## src/rtl/stb_pkg.sv

```systemverilog
package stb_pkg;
  // Register offsets; the read mux and the write decode both use these
  localparam int OFS_CTRL = 'h00;
  localparam int OFS_STAT = 'h04;
  localparam int OFS_CNTL = 'h08;
  localparam int OFS_CNTH = 'h0C;
  localparam int OFS_FREQ = 'h20;
  localparam int OFS_FEND = 'h24;

  // Control and status bit positions
  localparam int BIT_RUN    = 0;
  localparam int BIT_FREEZE = 1;
  localparam int BIT_HELD   = 1;
endpackage

```

## src/rtl/stb_ctrl_regs.sv

```systemverilog
module stb_ctrl_regs
  import stb_pkg::*;
#(
  parameter int ADDR_W = 8,
  parameter int DATA_W = 32
) (
  input  logic              clk,
  input  logic              rst_n,
  input  logic [ADDR_W-1:0] addr_i,
  input  logic              we_i,
  input  logic [DATA_W-1:0] wdata_i,
  output logic              run_o,
  output logic              freeze_o,
  output logic [DATA_W-1:0] freq_o,
  output logic [1:0]        ld_half_o
);
  logic              run_q, run_d;
  logic              frz_q, frz_d;
  logic [DATA_W-1:0] freq_q, freq_d;
  logic              sel_ctrl, sel_freq;

  assign sel_ctrl = we_i && (addr_i == ADDR_W'(OFS_CTRL));
  assign sel_freq = we_i && (addr_i == ADDR_W'(OFS_FREQ));

  // Raw load strobes for the two count halves; the counter applies the run rule
  assign ld_half_o[0] = we_i && (addr_i == ADDR_W'(OFS_CNTL));
  assign ld_half_o[1] = we_i && (addr_i == ADDR_W'(OFS_CNTH));

  always_comb begin
    run_d  = run_q;
    frz_d  = frz_q;
    freq_d = freq_q;
    if (sel_ctrl) begin
      run_d = wdata_i[BIT_RUN];
      frz_d = wdata_i[BIT_FREEZE];
    end
    if (sel_freq) freq_d = wdata_i;
  end

  always_ff @(posedge clk or negedge rst_n) begin
    if (!rst_n) begin
      run_q  <= 1'b0;
      frz_q  <= 1'b0;
      freq_q <= '0;
    end else begin
      run_q  <= run_d;
      frz_q  <= frz_d;
      freq_q <= freq_d;
    end
  end

  assign run_o    = run_q;
  assign freeze_o = frz_q;
  assign freq_o   = freq_q;

  // a frequency write shows up the next cycle
  p_freq_write_r10: assert property (@(posedge clk) disable iff (!rst_n)
    sel_freq |=> freq_q == $past(wdata_i));
  // writes elsewhere leave the frequency word alone
  p_freq_keep_r11: assert property (@(posedge clk) disable iff (!rst_n)
    !sel_freq |=> $stable(freq_q));
endmodule

```

## src/rtl/stb_counter.sv

```systemverilog
module stb_counter #(
  parameter int DATA_W = 32,
  parameter int CNT_W  = 2 * DATA_W
) (
  input  logic              clk,
  input  logic              rst_n,
  input  logic              run_i,
  input  logic              freeze_i,
  input  logic              dbg_halt_i,
  input  logic [1:0]        ld_half_i,
  input  logic [DATA_W-1:0] wdata_i,
  output logic [CNT_W-1:0]  cnt_o,
  output logic              held_o
);
  localparam int NHALF = CNT_W / DATA_W;

  logic [CNT_W-1:0] cnt_q, cnt_d;
  logic             held, step;

  assign held = freeze_i && dbg_halt_i;
  assign step = run_i && !held;

  always_comb begin
    cnt_d = cnt_q;
    if (step) begin
      cnt_d = cnt_q + CNT_W'(1);
    end else if (!run_i) begin
      for (int h = 0; h < NHALF; h++) begin
        if (ld_half_i[h]) cnt_d[h*DATA_W +: DATA_W] = wdata_i;
      end
    end
  end

  always_ff @(posedge clk or negedge rst_n) begin
    if (!rst_n) cnt_q <= '0;
    else        cnt_q <= cnt_d;
  end

  assign cnt_o  = cnt_q;
  assign held_o = held;

  // a free cycle advances the count by one, and wraps
  p_step_r2: assert property (@(posedge clk) disable iff (!rst_n)
    (run_i && !(freeze_i && dbg_halt_i)) |=> cnt_q == $past(cnt_q) + CNT_W'(1));
  // stopped and not loaded means held
  p_idle_hold_r3: assert property (@(posedge clk) disable iff (!rst_n)
    (!run_i && ld_half_i == 2'b00) |=> $stable(cnt_q));
  // a qualified debug halt holds the count
  p_dbg_hold_r4: assert property (@(posedge clk) disable iff (!rst_n)
    (freeze_i && dbg_halt_i && ld_half_i == 2'b00) |=> $stable(cnt_q));
  // a low-half load leaves the high half alone
  p_half_only_r6: assert property (@(posedge clk) disable iff (!rst_n)
    (!run_i && ld_half_i == 2'b01) |=>
      cnt_q[CNT_W-1:DATA_W] == $past(cnt_q[CNT_W-1:DATA_W]));
  // loads while running are dropped
  p_load_blocked_r7: assert property (@(posedge clk) disable iff (!rst_n)
    (run_i && ld_half_i != 2'b00 && !dbg_halt_i) |=>
      cnt_q == $past(cnt_q) + CNT_W'(1));
endmodule

```

## src/rtl/stb_read_mux.sv

```systemverilog
module stb_read_mux
  import stb_pkg::*;
#(
  parameter int ADDR_W = 8,
  parameter int DATA_W = 32,
  parameter int CNT_W  = 2 * DATA_W
) (
  input  logic              clk,
  input  logic              rst_n,
  input  logic [ADDR_W-1:0] addr_i,
  input  logic              run_i,
  input  logic              freeze_i,
  input  logic              held_i,
  input  logic [DATA_W-1:0] freq_i,
  input  logic [CNT_W-1:0]  cnt_i,
  output logic [DATA_W-1:0] rdata_o
);
  logic [DATA_W-1:0] rdata_q, rdata_d;

  always_comb begin
    rdata_d = '0;
    if (addr_i == ADDR_W'(OFS_CTRL)) begin
      rdata_d[BIT_RUN]    = run_i;
      rdata_d[BIT_FREEZE] = freeze_i;
    end else if (addr_i == ADDR_W'(OFS_STAT)) begin
      rdata_d[BIT_HELD] = held_i;
    end else if (addr_i == ADDR_W'(OFS_CNTL)) begin
      rdata_d = cnt_i[DATA_W-1:0];
    end else if (addr_i == ADDR_W'(OFS_CNTH)) begin
      rdata_d = cnt_i[CNT_W-1:DATA_W];
    end else if (addr_i == ADDR_W'(OFS_FREQ)) begin
      rdata_d = freq_i;
    end
  end

  always_ff @(posedge clk or negedge rst_n) begin
    if (!rst_n) rdata_q <= '0;
    else        rdata_q <= rdata_d;
  end

  assign rdata_o = rdata_q;

  // upper control bits read zero
  p_ctrl_rsvd_r9: assert property (@(posedge clk) disable iff (!rst_n)
    (addr_i == ADDR_W'(OFS_CTRL)) |=> rdata_q[DATA_W-1:2] == '0);
  // table end marker reads zero
  p_fend_zero_r11: assert property (@(posedge clk) disable iff (!rst_n)
    (addr_i == ADDR_W'(OFS_FEND)) |=> rdata_q == '0);
  // only bit 1 of status can be set
  p_stat_bits_r5: assert property (@(posedge clk) disable iff (!rst_n)
    (addr_i == ADDR_W'(OFS_STAT)) |=> $countones(rdata_q) <= 1 && rdata_q[0] == 1'b0);
endmodule

```

## src/rtl/sys_timebase.sv

```systemverilog
module sys_timebase #(
  parameter int ADDR_W = 8,
  parameter int DATA_W = 32
) (
  input  logic              clk,
  input  logic              rst_n,
  input  logic              dbg_halt_i,
  input  logic [ADDR_W-1:0] bus_addr_i,
  input  logic              bus_we_i,
  input  logic [DATA_W-1:0] bus_wdata_i,
  output logic [DATA_W-1:0] bus_rdata_o
);
  localparam int CNT_W = 2 * DATA_W;

  logic              run, freeze, held;
  logic [DATA_W-1:0] freq;
  logic [1:0]        ld_half;
  logic [CNT_W-1:0]  cnt;

  stb_ctrl_regs #(.ADDR_W(ADDR_W), .DATA_W(DATA_W)) u_regs (
    .clk(clk), .rst_n(rst_n), .addr_i(bus_addr_i), .we_i(bus_we_i),
    .wdata_i(bus_wdata_i), .run_o(run), .freeze_o(freeze), .freq_o(freq),
    .ld_half_o(ld_half)
  );

  stb_counter #(.DATA_W(DATA_W), .CNT_W(CNT_W)) u_cnt (
    .clk(clk), .rst_n(rst_n), .run_i(run), .freeze_i(freeze),
    .dbg_halt_i(dbg_halt_i), .ld_half_i(ld_half), .wdata_i(bus_wdata_i),
    .cnt_o(cnt), .held_o(held)
  );

  stb_read_mux #(.ADDR_W(ADDR_W), .DATA_W(DATA_W), .CNT_W(CNT_W)) u_rmux (
    .clk(clk), .rst_n(rst_n), .addr_i(bus_addr_i), .run_i(run),
    .freeze_i(freeze), .held_i(held), .freq_i(freq), .cnt_i(cnt),
    .rdata_o(bus_rdata_o)
  );
endmodule

```

## config.mk

```make
export PLATFORM = sky130hd
export DESIGN_NAME = sys_timebase
export DESIGN_NICKNAME = d
export VERILOG_FILES = /design/src/rtl/stb_pkg.sv /design/src/rtl/stb_ctrl_regs.sv /design/src/rtl/stb_counter.sv /design/src/rtl/stb_read_mux.sv /design/src/rtl/sys_timebase.sv
export SDC_FILE = /design/constraint.sdc
export NUM_CORES = 1
export LEC_CHECK = 0
export BUFFER_PORTS_ARGS = -buffer_cell sky130_fd_sc_hd__buf_2
export CORE_MARGIN = 2
export CORE_UTILIZATION = 45
export CTS_BUF_LIST = sky130_fd_sc_hd__clkbuf_4 sky130_fd_sc_hd__clkbuf_8
export DETAILED_ROUTE_END_ITERATION = 10
export HOLD_SLACK_MARGIN = 0.02
export PLACE_DENSITY = 0.67
export SYNTH_ARGS = -nofsm -noshare
export SYNTH_HDL_FRONTEND = slang
export SYNTH_HIERARCHICAL = 1
export SYNTH_SLANG_ARGS = --single-unit
```

## constraint.sdc

```tcl
create_clock -name clk -period 2.3 [get_ports clk]
set_clock_uncertainty 0.15 [all_clocks]
set_input_delay 0.23 -clock clk [delete_from_list [all_inputs] [get_ports clk]]
set_output_delay 0.23 -clock clk [all_outputs]
set_load 0.01 [all_outputs]
```

==> impl_metrics.py <==
metrics = {
    "floorplan": {
        "die_area_um2": 18270,
        "start_util_pct": 46.36,
        "die_y_um": 135.2,
        "io_pins": 76,
        "coreArea_um2": 16700,
        "chipWidth_um": 135.2,
        "core.rowCount": 47,
    },
    "global_route": {
        "grt_max_degree": 57,
        "antenna_found_initial": 0,
        "grt_pass1_wl_um": 40400,
        "grt_overflow": 0,
        "grt_util_all_layers_pct": 28.66,
        "grt_pass1_vias": 7093,
    },
    "run_status": {
        "status": "finished clean",
    },
    "cts": {
        "cts_num_sinks": 130,
        "insertion_delay_ns": 0.46,
        "numCtsBuffers": 17,
        "cts-root-buf": "clkbuf_8",
        "clkTransAtPathRegs_ns": 0.08,
        "cts.htree.levels": 4,
        "clockBufferDepth": 2,
        "cts_tree": "yes",
    },
    "cells_and_area": {
        "antennaDiodeCount": 0,
        "fill_cells": 1488,
        "seq_area_um2": 3257,
        "drive_gt1_share_pct": 27.32,
        "syn2layout_area_growth_pct": 25.92,
        "fin_nets": 1035,
        "final_util_pct": 58.38,
        "fin_area_um2": 9749,
        "multi_input_area_um2": 4198,
    },
    "drt": {
        "drt_iter0_drc": 968,
        "first_pass_iters": 5,
        "route.final.wire_length_um": 25130,
        "wire_per_inst_um": 20.55,
        "ant_nets": 0,
        "drcViolationCount": 0,
        "vias": 7618,
        "vias_per_cell": 6.229,
    },
    "placed_design": {
        "dp_hpwl_um": 17750,
        "pre_cts_ws_ns": -0.09597,
        "dpl_cell_area_um2": 8886,
        "gp_congestion": 0.9685,
        "port_buffers": 75,
    },
    "sta": {
        "drv_slew": 0,
        "max_slew_margin_pct": 45.57,
        "hold-worst-slack_ns": 0.06155,
        "final.setup.worst_slack_ns": 0.09253,
        "final-setup-viol-count": 0,
        "fmax_mhz": 453.0,
        "min_period_over_period_pct": 95.98,
        "hold_violations": 0,
        "tightest_slew_ns": 0.8135,
        "timing.setup.tns_ns": 0,
        "period_minus_slack_ns": 2.207,
    },
    "pwr": {
        "power_switching_mw": 1.615,
        "switching_share_pct": 27.58,
        "p_int_mw": 4.240,
        "pwr-share-comb_pct": 14.3,
        "powerDensity_nw_per_um2": 600.6,
        "power.share.clock_pct": 39.4,
        "p_leak_nw": 4.640,
        "seqPwrFrac_pct": 46.3,
        "ir_worst_vdd_uv": 386.0,
    },
    "worst_hold_path": {
        "min-delay-path-class": "input port to register",
    },
    "synthesis": {
        "synth_cell_types": 67,
        "synth-edff-count": 0,
        "post_synth.cell_area_avg_um2": 9.373,
        "synth_top_area_share_pct": 42.02,
        "synth-seq-area-share_pct": 42.02,
        "synth.largest_area_cell": "dfrtp_1",
        "async_reset_ff_share_pct": 100.0,
        "ys_ff_latch": 130,
        "syn-num-nets": 871,
        "syn_area_um2": 7742,
        "yosys_warnings": 6,
        "synth_flop_cell": "dfrtp_1",
        "synthCells": 826,
        "netlist_top_cells_area": "dfrtp_1, mux2_4, o21ai_0",
    },
    "worst_setup_path": {
        "critPathLaunchType": "register",
        "critPathMaxStageDelay_ns": 0.48,
        "worst_ep_arrival_time_ns": 2.43,
        "setup.worst_path.end_class": "register",
        "worstPathRequired_ns": 2.52,
        "critical_path_class": "register to register",
        "critPathBufInv": 1,
        "r2r_slack_ns": 0.09,
        "crit_path_max_fanout": 8,
        "crit_slowest_cell": "dfrtp_1",
        "cp_top_family": "simple AND/OR/NAND/NOR gates",
        "crit_path_cell_trace": "and4_2, nand3_1, nor4_1, buf_4, nor3_1, a211oi_1",
    },
    "flow_run": {
        "max_cap_violations": 0,
    },
}
[worst reg2reg max path, stage by stage, from the launching register on]
cell	delay, ns
dfrtp_1	0.48
and4_2	0.35
nand3_1	0.22
nor4_1	0.48
buf_4	0.19
nor3_1	0.04
a211oi_1	0.21
[synth_stat cells (6+ instances only)]
master	instances
dfrtp_1	130
nand4_1	27
clkbuf_1	40
nor2_1	53
o21ai_0	79
a22oi_1	34
nand2b_1	9
nand2_1	105
buf_6	6
mux2_4	30
o311ai_0	12
and3_1	24
a221o_1	10
nor3_1	24
and2_1	11
buf_2	9
a211oi_1	9
a31oi_1	14
nand3_1	43
nor4_1	9
mux2i_1	12
inv_1	7
a21oi_1	17
and4_1	16
[logic make-up after synthesis]
logic type	count (synthesis)	synth area share [%]
and+or+nand+nor	372	27.57
muxes	47	8.096
AOI/OAI and AO/OA	210	18.04
buffers and inverters	66	4.121
adders and majority gates	1	0.1616
DFF	130	42.02
[cell usage in the layout, fill, tap and decap left out, drive strengths merged, types with 12 or more instances in the layout]
master / netlist / final
clkbuf: 40 / 24
a31oi: 14 / 14
dfrtp: 130 / 130
and3: 24 / 24
buf: 19 / 170
nand3: 43 / 43
mux2i: 12 / 12
o311ai: 12 / 12
a21oi: 17 / 17
mux2: 35 / 35
nand2: 105 / 105
and4: 17 / 17
nand4: 35 / 35
nor4: 18 / 18
o21ai: 79 / 79
nor2: 54 / 54
dlygate4sd3: 0 / 34
a22oi: 34 / 34
nor3: 24 / 24
[through the flow]
step / power [mW] / cells
global route: 6.119 / 1223
detailed placement: 3.498 / 1153
finish: 5.855 / 1223
CTS: 5.827 / 1219
floorplan: 3.092 / 826
global placement: 3.484 / 1153
[timing repair]
item                                   CTS  global route
gates resized for setup                  1             7
endpoints found under the hold margin  152             0
pin swaps                                1             2
hold buffers                            34             0
setup endpoints to repair                2            23
buffers inserted                         0             4
[area by class of cell]
cell class | instances | area share (%)
clock buffer | 24 | 3.324
sequential | 130 | 33.41
tap | 220 | 2.823
timing repair buffer | 204 | 15.62
inverter | 7 | 0.2695
multi-input combinational | 630 | 43.06
clock inverter | 8 | 1.502
[worst paths after layout]
kind                              startpoint                end  cells after the start
max reg2reg                   u_cnt/cnt_o[5]    u_cnt/cnt_o[25]                      6
min reg2reg                u_regs/freq_o[22]  u_regs/freq_o[22]                      1
max in group asynchronous              rst_n    u_cnt/cnt_o[19]                      3
min                            bus_addr_i[5]    u_regs/freeze_o                      4
max                           u_cnt/cnt_o[5]    u_cnt/cnt_o[25]                      6
min in group asynchronous              rst_n   u_regs/freq_o[0]                      2
[power by group through the flow]
stage	registers, mW	clock network [mW]	logic, mW
after detailed placement	2.75	0	0.747
final	2.71	2.31	0.838
after global placement	2.74	0	0.740
after floorplan	2.71	0	0.387
after CTS	2.71	2.33	0.793
after global routing	2.74	2.45	0.928
[state kept, by name, summed over array words and instances, names as in the netlist]
signal and count:
u_regs/freeze_o 1, u_rmux/rdata_o 32, u_regs/run_o 1, u_cnt/cnt_o 64, u_regs/freq_o 32
[routing by layer]
layer | vias to the layer above | wire length (um) | track usage (%)
met3 | 45 | 2058 | 5.275
met1 | 3725 | 11300 | 42.54
li1 | 3466 | - | -
met2 | 382 | 11170 | 42.72
met4 | 0 | 597 | 8.623
met5 | - | 0 | 0
Power figures use the tool's default switching activity.
